`config.mk`:
```
export PLATFORM = sky130hd
export DESIGN_NAME = lin_cksum_engine
export DESIGN_NICKNAME = d
export VERILOG_FILES = /design/src/rtl/lin_cksum_pkg.sv /design/src/rtl/lin_cksum_rule.sv /design/src/rtl/lin_cksum_ctrl.sv /design/src/rtl/lin_cksum_acc.sv /design/src/rtl/lin_cksum_engine.sv
export SDC_FILE = /design/constraint.sdc
export NUM_CORES = 1
export LEC_CHECK = 0
export ABC_AREA = 1
export BUFFER_PORTS_ARGS = -buffer_cell sky130_fd_sc_hd__buf_2
export CAP_MARGIN = 20
export CORE_ASPECT_RATIO = 0.6
export CORE_UTILIZATION = 56
export DETAILED_ROUTE_END_ITERATION = 7
export PLACE_DENSITY = 0.76
export SETUP_SLACK_MARGIN = 0.15
export SLEW_MARGIN = 20
export SYNTH_ARGS = -nofsm -noshare
export SYNTH_HDL_FRONTEND = slang
export SYNTH_HIERARCHICAL = 1
export SYNTH_SLANG_ARGS = --single-unit
```
`constraint.sdc`:
```
create_clock -name clk -period 2.7 [get_ports clk]
set_clock_uncertainty 0.1 [all_clocks]
set_input_delay 0.135 -clock clk [delete_from_list [all_inputs] [get_ports clk]]
set_output_delay 0.135 -clock clk [all_outputs]
set_load 0.01 [all_outputs]
```
`src/rtl/lin_cksum_pkg.sv`:
```
package lin_cksum_pkg;

   typedef enum logic {
      RULE_ENHANCED = 1'b0,
      RULE_CLASSIC  = 1'b1
   } cks_rule_e;

   typedef enum logic [1:0] {
      ACC_HOLD  = 2'd0,
      ACC_CLEAR = 2'd1,
      ACC_LOAD  = 2'd2,
      ACC_ADD   = 2'd3
   } acc_op_e;

endpackage

```
`src/rtl/lin_cksum_rule.sv`:
```
module lin_cksum_rule
   import lin_cksum_pkg::*;
#(
   parameter int ID_W           = 6,
   parameter int CLASSIC_ID_MIN = 60
) (
   input  logic [ID_W-1:0] id_i,
   input  logic            force_classic_i,
   output cks_rule_e       rule_o
);

   localparam logic [ID_W-1:0] FIRST_CLASSIC = ID_W'(CLASSIC_ID_MIN);

   if (CLASSIC_ID_MIN >= (1 << ID_W)) begin : g_bad_min
      $error("CLASSIC_ID_MIN outside identifier range");
   end

   always_comb begin
      if (force_classic_i || (id_i >= FIRST_CLASSIC))
         rule_o = RULE_CLASSIC;
      else
         rule_o = RULE_ENHANCED;
   end

endmodule

```
`src/rtl/lin_cksum_ctrl.sv`:
```
module lin_cksum_ctrl
   import lin_cksum_pkg::*;
#(
   parameter int DATA_W   = 8,
   parameter int MAX_DATA = 8,
   localparam int CNT_W   = $clog2(MAX_DATA + 2)
) (
   input  logic              clk,
   input  logic              rst_n,
   input  logic              brk_i,
   input  logic              vld_i,
   input  logic              pid_i,
   input  logic              tx_i,
   input  cks_rule_e         rule_i,
   input  logic [DATA_W-1:0] byte_i,
   output acc_op_e           op_o,
   output logic [DATA_W-1:0] opnd_o,
   output logic [CNT_W-1:0]  cnt_o
);

   localparam logic [CNT_W-1:0] TX_CAP  = CNT_W'(MAX_DATA);
   localparam logic [CNT_W-1:0] CNT_TOP = CNT_W'(MAX_DATA + 1);

   if (MAX_DATA < 1) begin : g_bad_max
      $error("MAX_DATA must be at least 1");
   end

   logic [CNT_W-1:0] cnt_q;
   logic             capped;

   assign capped = tx_i && (cnt_q >= TX_CAP);

   always_comb begin
      op_o   = ACC_HOLD;
      opnd_o = byte_i;
      if (brk_i) begin
         op_o = ACC_CLEAR;
      end else if (vld_i && pid_i) begin
         op_o   = ACC_LOAD;
         opnd_o = (rule_i == RULE_CLASSIC) ? '0 : byte_i;
      end else if (vld_i && !capped) begin
         op_o = ACC_ADD;
      end
   end

   always_ff @(posedge clk or negedge rst_n) begin
      if (!rst_n)
         cnt_q <= '0;
      else if (op_o == ACC_CLEAR || op_o == ACC_LOAD)
         cnt_q <= '0;
      else if (op_o == ACC_ADD && cnt_q != CNT_TOP)
         cnt_q <= cnt_q + 1'b1;
   end

   assign cnt_o = cnt_q;


   pid_cnt_clr_chk: assert property (@(posedge clk) disable iff (!rst_n)
      (vld_i && pid_i) |=> (cnt_q == '0));

endmodule

```
`src/rtl/lin_cksum_acc.sv`:
```
module lin_cksum_acc
   import lin_cksum_pkg::*;
#(
   parameter int DATA_W     = 8,
   parameter bit END_AROUND = 1'b1
) (
   input  logic              clk,
   input  logic              rst_n,
   input  acc_op_e           op_i,
   input  logic [DATA_W-1:0] data_i,
   output logic [DATA_W-1:0] acc_o
);

   if (DATA_W < 2) begin : g_bad_w
      $error("DATA_W must be at least 2");
   end

   logic [DATA_W-1:0] acc_q;
   logic [DATA_W-1:0] sum;

   if (END_AROUND) begin : g_fold
      logic [DATA_W:0] raw;
      assign raw = {1'b0, acc_q} + {1'b0, data_i};
      assign sum = raw[DATA_W-1:0] + {{(DATA_W-1){1'b0}}, raw[DATA_W]};
   end else begin : g_wrap
      assign sum = acc_q + data_i;
   end

   always_ff @(posedge clk or negedge rst_n) begin
      if (!rst_n) begin
         acc_q <= '0;
      end else begin
         case (op_i)
            ACC_CLEAR: acc_q <= '0;
            ACC_LOAD:  acc_q <= data_i;
            ACC_ADD:   acc_q <= sum;
            default:   acc_q <= acc_q;
         endcase
      end
   end

   assign acc_o = acc_q;


   acc_clear_chk: assert property (@(posedge clk) disable iff (!rst_n)
      (op_i == ACC_CLEAR) |=> (acc_q == '0));


   acc_load_chk: assert property (@(posedge clk) disable iff (!rst_n)
      (op_i == ACC_LOAD) |=> (acc_q == $past(data_i)));

endmodule

```
`src/rtl/lin_cksum_engine.sv`:
```
module lin_cksum_engine
   import lin_cksum_pkg::*;
#(
   parameter int DATA_W         = 8,
   parameter int ID_W           = 6,
   parameter int MAX_DATA       = 8,
   parameter int CLASSIC_ID_MIN = 60,
   parameter bit END_AROUND     = 1'b1
) (
   input  logic        clk,
   input  logic        rst_n,
   input  logic        brk_det_i,
   input  logic        byte_vld_i,
   input  logic [7:0]  byte_i,
   input  logic        pid_mark_i,
   input  logic        force_classic_i,
   input  logic        tx_mode_i,
   input  logic        send_cks_i,
   output logic [7:0]  cks_out_o,
   output logic        cks_ok_o,
   output logic        tx_cks_vld_o,
   output logic [7:0]  tx_cks_byte_o
);

   localparam int CNT_W = $clog2(MAX_DATA + 2);
   localparam logic [CNT_W-1:0] OK_MIN = CNT_W'(2);
   localparam logic [CNT_W-1:0] TX_CAP = CNT_W'(MAX_DATA);

   if (DATA_W != 8) begin : g_bad_bus
      $error("LIN bytes are 8 bits wide");
   end
   if (ID_W >= DATA_W) begin : g_bad_id
      $error("ID_W must be narrower than DATA_W");
   end

   cks_rule_e         rule;
   acc_op_e           op;
   logic [DATA_W-1:0] opnd;
   logic [DATA_W-1:0] acc;
   logic [CNT_W-1:0]  cnt;

   lin_cksum_rule #(.ID_W(ID_W), .CLASSIC_ID_MIN(CLASSIC_ID_MIN)) u_rule (
      .id_i            (byte_i[ID_W-1:0]),
      .force_classic_i (force_classic_i),
      .rule_o          (rule)
   );

   lin_cksum_ctrl #(.DATA_W(DATA_W), .MAX_DATA(MAX_DATA)) u_ctrl (
      .clk    (clk),
      .rst_n  (rst_n),
      .brk_i  (brk_det_i),
      .vld_i  (byte_vld_i),
      .pid_i  (pid_mark_i),
      .tx_i   (tx_mode_i),
      .rule_i (rule),
      .byte_i (byte_i),
      .op_o   (op),
      .opnd_o (opnd),
      .cnt_o  (cnt)
   );

   lin_cksum_acc #(.DATA_W(DATA_W), .END_AROUND(END_AROUND)) u_acc (
      .clk    (clk),
      .rst_n  (rst_n),
      .op_i   (op),
      .data_i (opnd),
      .acc_o  (acc)
   );

   assign cks_out_o = ~acc;
   assign cks_ok_o  = !tx_mode_i && (cnt >= OK_MIN) && (acc == '1);

   always_ff @(posedge clk or negedge rst_n) begin
      if (!rst_n) begin
         tx_cks_vld_o  <= 1'b0;
         tx_cks_byte_o <= '0;
      end else begin
         tx_cks_vld_o <= send_cks_i && tx_mode_i;
         if (send_cks_i && tx_mode_i)
            tx_cks_byte_o <= ~acc;
      end
   end


   brk_clear_chk: assert property (@(posedge clk) disable iff (!rst_n)
      brk_det_i |=> (cks_out_o == 8'hFF && !cks_ok_o));


   force_skip_chk: assert property (@(posedge clk) disable iff (!rst_n)
      (byte_vld_i && pid_mark_i && force_classic_i && !brk_det_i)
      |=> (cks_out_o == 8'hFF));


   tx_cap_chk: assert property (@(posedge clk) disable iff (!rst_n)
      (tx_mode_i && byte_vld_i && !pid_mark_i && !brk_det_i && cnt >= TX_CAP)
      |=> $stable(cks_out_o));


   tx_emit_chk: assert property (@(posedge clk) disable iff (!rst_n)
      (send_cks_i && tx_mode_i) |=> (tx_cks_vld_o && tx_cks_byte_o == $past(cks_out_o)));


   rx_no_emit_chk: assert property (@(posedge clk) disable iff (!rst_n)
      !(send_cks_i && tx_mode_i) |=> !tx_cks_vld_o);

endmodule

```
==> results.md, run 1 <==
* Crit start category: input port
* Pre-antenna DRT Iters at 6
* GR Util met2 at 0.533
* Top cells by area, synth: dfrtp_1 29%, nand2_1 17%, ha_1 9.6%, inv_1 9.4%, nand3_1 5.7%
* Switching share of power at 0.453
* Vias per cell at 6.05
* Final setup viols at 4
* FP Rows at 15
* R2R Path Start: u_acc/acc_o[5]
* Die H at 46.3 µm
* Setup repair after global routing missed its margin: yes
* Layer with the highest usage: met2
* Synthesized area at 1830 µm²
* Setup TNS at -0.376 ns
* Core area at 2980 µm²
* Net switching power at 0.650 mW
* Clk_lat worst skew at 0.27 ns
* Worst slew margin at 0.507
* Seq/Total Area, Yosys at 0.287
* Ant diodes at 0
* Seq pwr share at 0.297
* Starting Density at 0.614
* Leakage at 1.38 nW
* EDFF count, synth at 0
* GRT Residual Overflow at 0
* Setup CP Type: in2reg
* Net count after synthesis at 295
* Count leader, synth: nand2_1
* Worst-margin pin slew at 0.736 ns
* Drt first-iter violations at 385
* Synth cell count leaders: 82 x nand2_1, 46 x inv_1, 22 x nor2_1
* Wirelength, routed at 7020 µm
* Asr flop ratio synth at 1.00
* Top cell type by total area after synthesis: dfrtp_1
* CTS root buffer: clkbuf_8
* IO Port Bufs at 33
* Cell Pwr Density at 549 nW/µm²
* WP data required at 2.75 ns
* WHS Endpoint: tx_cks_vld_o
* RePlAce Congestion at 0.940
* Reg2reg end: u_acc/acc_o[5]
* Clock Power Share at 0.153
* Cells after Synth at 264
* CP max FO at 4
* Fin area at 2620 µm²
* Final Max Slew Viols at 0
* Int Pwr at 0.786 mW
* Longest Clk Path Bufs at 2
* Final Hold Viols at 0
* Design Power at 1.44 mW
* Flops & latches, synth at 21
* R2r setup slk at 0.09 ns
* GRT Total Usage at 0.346
* Yosys cell types at 25
* Synthesized area per cell at 6.94 µm²
* Initial antenna violation count at 0
* CP Capture Type: flop
* Level count of the clock H-tree at 1
* Comb power frac at 0.550
* Failing checks: setup timing
* Worst r2r path cells at 16
* Min Tclk post-route at 2.82 ns
* WL/cell at 18.5 µm
* Most common flop cell mapped by yosys: dfrtp_1
* TritonCTS clock tree: built
* Area delta synth->final at 42.8%
* Final worst slack at -0.123 ns
* Post-synth top area share at 0.287
* Vias in the first global route at 1752
* Worst path arrival time at 2.88 ns
* Max_cap viols at 0
* Final worst path period share at 1.05
* Clock slew at reported path FFs at 0.09 ns
* Hold Crit Class: in2reg
* Hold Path Depth at 3
* Synth Warn # at 6
* DIE AREA at 3510 µm²
* Sink Count at 21
* Number of CTS-inserted buffers at 3
* Max frequency at 0.354 GHz
* DPL Wire Length at 3900 µm
* Pin count of the biggest net entering global routing at 22
* Hold_sp: send_cks_i
* Nets at 370
* Share of layout cells above drive strength 1 at 0.426
* GRT met1 Usage at 0.481
* Drt drc at 0
* Ports at 34
* Post-route ant nets at 0
* Die Width at 75.8 µm
* First-pass GRT wire length at 8580 µm
* M3 GR Usage at 0.0853
* Peak supply drop at 0.364 mV
* Fin Hold WS at 0.237 ns
* Cell Area, Placed at 2260 µm²
* Status: finished, violations left
* Vias at 2298
[placed cells by master (no fill, tap or decap), types with 2 or more instances in the layout]
cell type  instances
ha_4               5
a21oi_2            3
buf_4             32
o21ai_2            9
nand2_1           74
nand2_2           19
ha_1               8
dfrtp_1           21
nand2_4            3
buf_6              8
nand3_4            2
inv_2              4
nor2_2             5
nand3_1           18
a21oi_1            3
nand4_1            4
clkbuf_8           3
a22o_1             2
buf_8              2
inv_1             45
buf_2             29
nor2_4             8
nand3_2            7
o21bai_1           2
nor2_1            13
[final cells by class]
class                           count  area [µm²]
Sequential cell                    21         526
Timing Repair Buffer               72         515
Clock inverter                      1        5.00
Inverter                           49         184
Fill cell                         151         369
Tap cell                           42        52.6
Multi-Input combinational cell    192        1290
Clock buffer                        3        41.3
[power groups by stage]
stage                     combinational [mW]  sequential, mW  clock [mW]
after global routing                   0.835           0.434       0.229
after floorplan                        0.392           0.431           0
after global placement                 0.604           0.423           0
after detailed placement               0.612           0.424           0
after CTS                              0.671           0.420       0.219
final                                  0.789           0.427       0.220
[state kept, by name, indices dropped and copies added, names as in the netlist]
register / count
u_acc/acc_o: 8
tx_cks_byte_o: 8
tx_cks_vld_o: 1
u_ctrl/cnt_o: 4
[critical path, cell delays in order]
cell,delay (ns)
buf_8,0.08
nand2_4,0.05
o21ai_2,0.13
nor3b_4,0.34
buf_6,0.18
nor2_4,0.05
ha_4,0.29
nand2_2,0.08
nor2_4,0.10
nand2_2,0.07
nand3_2,0.09
a21oi_2,0.07
o21bai_2,0.17
ha_2,0.25
nand2_2,0.07
nor2_4,0.17
buf_6,0.12
nand3_4,0.08
nor2_4,0.13
nor2_1,0.05
nand2_1,0.06
nand3_1,0.08
[layer usage]
layer,wire (µm),part of all wire,vias to the layer above
li1,-,-,979
met1,2750,0.39,1014
met2,2850,0.41,230
met3,950,0.14,75
met4,466,0.066,0
met5,0,0,-
[cells by family after synthesis]
| group | after synthesis | synth area share |
|---|---|---|
| AOI/OAI and AO/OA | 22 | 0.0881 |
| xor gates and xnor gates | 1 | 0.00478 |
| adders and majority gates | 15 | 0.107 |
| buffers and inverters | 51 | 0.113 |
| DFF | 21 | 0.287 |
| and+or+nand+nor | 154 | 0.401 |
[metrics by stage]
stage / setup slack (ns) / instances / util
floorplan: 0.129 / 264 / -
global placement: -0.149 / 363 / 0.756
detailed placement: -0.245 / 363 / 0.756
CTS: 0.113 / 376 / 0.840
global route: -0.186 / 380 / 0.876
finish: -0.123 / 380 / 0.876
[how the worst max path moves through the flow]
stage	start	depth (start not counted)	end
floorplan	byte_i[3]	20	u_acc/acc_o[6]
global placement	byte_i[3]	21	u_acc/acc_o[6]
detailed placement	byte_i[3]	19	u_acc/acc_o[3]
CTS	byte_i[2]	21	u_acc/acc_o[6]
global route	byte_i[3]	22	u_acc/acc_o[7]
finish	byte_i[3]	22	u_acc/acc_o[5]
[repair_timing]
| item | CTS | global route |
|---|---|---|
| hold endpoints to repair | 21 | 0 |
| gates resized for setup | 27 | 20 |
| endpoints found under the setup margin | 6 | 7 |
| pin swaps | 25 | 21 |
| gates cloned | 0 | 0 |
| hold buffers | 1 | 0 |
| buffers inserted | 8 | 4 |
Note: power is estimated with default switching activity, not from simulation.
==> run 2, diff against run 1 <==
Settings changed: SETUP_SLACK_MARGIN 0.15 to default.
==> results.md, run 2 (synthesized netlist as in run 1, its figures left out) <==
* Clock slew at reported path FFs at 0.08 ns
* Drt drc at 0
* Die H at 46.3 µm
* Termination of the worst setup path: u_acc/acc_o[2]
* Initial antenna violation count at 0
* Clk_lat worst skew at 0.27 ns
* WP data required at 2.75 ns
* Drt first-iter violations at 169
* Peak supply drop at 0.314 mV
* Die Width at 75.8 µm
* DPL Wire Length at 3610 µm
* Sink Count at 21
* Place WS at -0.182 ns
* Starting Density at 0.614
* CTS root buffer: clkbuf_8
* Vias at 1869
* Setup crit start: byte_i[4]
* Level count of the clock H-tree at 1
* First-pass GRT wire length at 7290 µm
* Min Tclk post-route at 2.63 ns
* IO Port Bufs at 33
* Hold Crit Class: in2reg
* Area delta synth->final at 27.6%
* Final Hold Viols at 0
* Crit start category: input port
* Hold Path Depth at 5
* RePlAce Congestion at 0.904
* CP max FO at 7
* Leakage at 1.27 nW
* GRT Total Usage at 0.296
* Ant diodes at 0
* Final Max Slew Viols at 0
* Worst slew margin at 0.557
* Wirelength, routed at 4850 µm
* Inst Count DP at 356
* Vias in the first global route at 1536
* Final worst path period share at 0.975
* Max_cap viols at 0
* R2R Path Start: u_acc/acc_o[0]
* Final worst slack at 0.0664 ns
* Setup CP Type: in2reg
* Fillers at 221
* Pin count of the biggest net entering global routing at 22
* Worst-margin pin slew at 0.662 ns
* Core area at 2980 µm²
* Cell Pwr Density at 548 nW/µm²
* Cell Area, Placed at 2170 µm²
* GRT Residual Overflow at 0
* Nets at 356
* Status: complete, no violations
* Uppermost layer routed: met4
* Worst path arrival time at 2.69 ns
* Worst r2r path cells at 11
* R2r setup slk at 0.19 ns
* Most common cell after layout, fill and taps aside: nand2_1
* Share of layout cells above drive strength 1 at 0.340
* Longest Clk Path Bufs at 2
* Metal2 WL at 2010 µm
* TritonCTS clock tree: built
* Reg2reg end: u_acc/acc_o[2]
* Number of CTS-inserted buffers at 3
* Most frequent cells in the layout: 79 x nand2_1, 46 x inv_1, 33 x buf_2, 23 x buf_4, 21 x dfrtp_1
* Met3 WL post-DR at 537 µm
* Ports at 34
* WL/cell at 13.2 µm
* Hold_sp: byte_i[0]
* Vias per cell at 5.11
* Fin cells at 366
* FP Rows at 15
* WL met1 at 2260 µm
* Final setup viols at 0
* Max frequency at 0.380 GHz
* Fin area at 2340 µm²
* CP Capture Type: flop
* DIE AREA at 3510 µm²
* Pre-antenna DRT Iters at 4
* Post-route ant nets at 0
[run 2: timing repair]
| item | in CTS | in global routing |
|---|---|---|
| resized for setup | 0 | 16 |
| endpoints found under the hold margin | 21 | 0 |
| setup endpoints to repair | 0 | 4 |
| buffers inserted | 0 | 5 |
| hold buffers | 1 | 0 |
[run 2: worst min path at each step]
stage,to
6_report,u_acc/acc_o[0]
5_1_grt,u_acc/acc_o[0]
4_1_cts,u_acc/acc_o[0]
3_5_place_dp,tx_cks_byte_o[2]
3_3_place_gp,tx_cks_byte_o[2]
2_1_floorplan,tx_cks_byte_o[0]
[run 2: report_power, final]
group | internal (mW) | leakage [nW] | switching [mW] | total, mW
registers | 0.367 | 0.265 | 0.0520 | 0.419
clock network | 0.103 | 0.0255 | 0.107 | 0.210
logic | 0.268 | 0.980 | 0.384 | 0.651
total | 0.737 | 1.27 | 0.543 | 1.28
[run 2: layout make-up]
cell class                 count  area, µm²  share of cell area
sequential                    21        526               0.225
clock buffer                   3       41.3              0.0177
multi-input combinational    192       1170               0.501
inverter                      49        184              0.0787
tap                           42       52.6              0.0225
timing repair buffer          58        359               0.154
clock inverter                 1       5.00             0.00214
[run 2: critical path, stage by stage]
cell and delay, ns:
buf_2 0.11, nand2_1 0.05, o21ai_1 0.12, nor3b_4 0.22, buf_6 0.17, buf_4 0.12, nor2_1 0.06, fa_1 0.47
nand2_1 0.12, nand3_2 0.08, a21oi_1 0.14, o21bai_1 0.10, ha_2 0.21, ha_4 0.16, inv_1 0.09, nor2_4 0.05
o311ai_0 0.32
[run 2: through the flow]
| step | utilization | power, mW | hold slack (ns) | setup TNS [ns] |
|---|---|---|---|---|
| 3_3_place_gp | 0.727 | 1.00 | 0.0201 | -0.289 |
| 2_1_floorplan | - | 0.808 | -0.261 | 0 |
| 5_1_grt | 0.783 | 1.38 | 0.178 | -0.0265 |
| 3_5_place_dp | 0.727 | 1.01 | 0.0253 | -0.463 |
| 4_1_cts | 0.746 | 1.23 | 0.135 | 0 |
| 6_report | 0.783 | 1.28 | 0.149 | 0 |
[run 2: layer usage]
| metal | GRT usage | vias to the layer above |
|---|---|---|
| met4 | 0.0556 | 0 |
| met2 | 0.437 | 90 |
| met1 | 0.441 | 828 |
| met5 | 0 | - |
| li1 | - | 945 |
| met3 | 0.0635 | 6 |
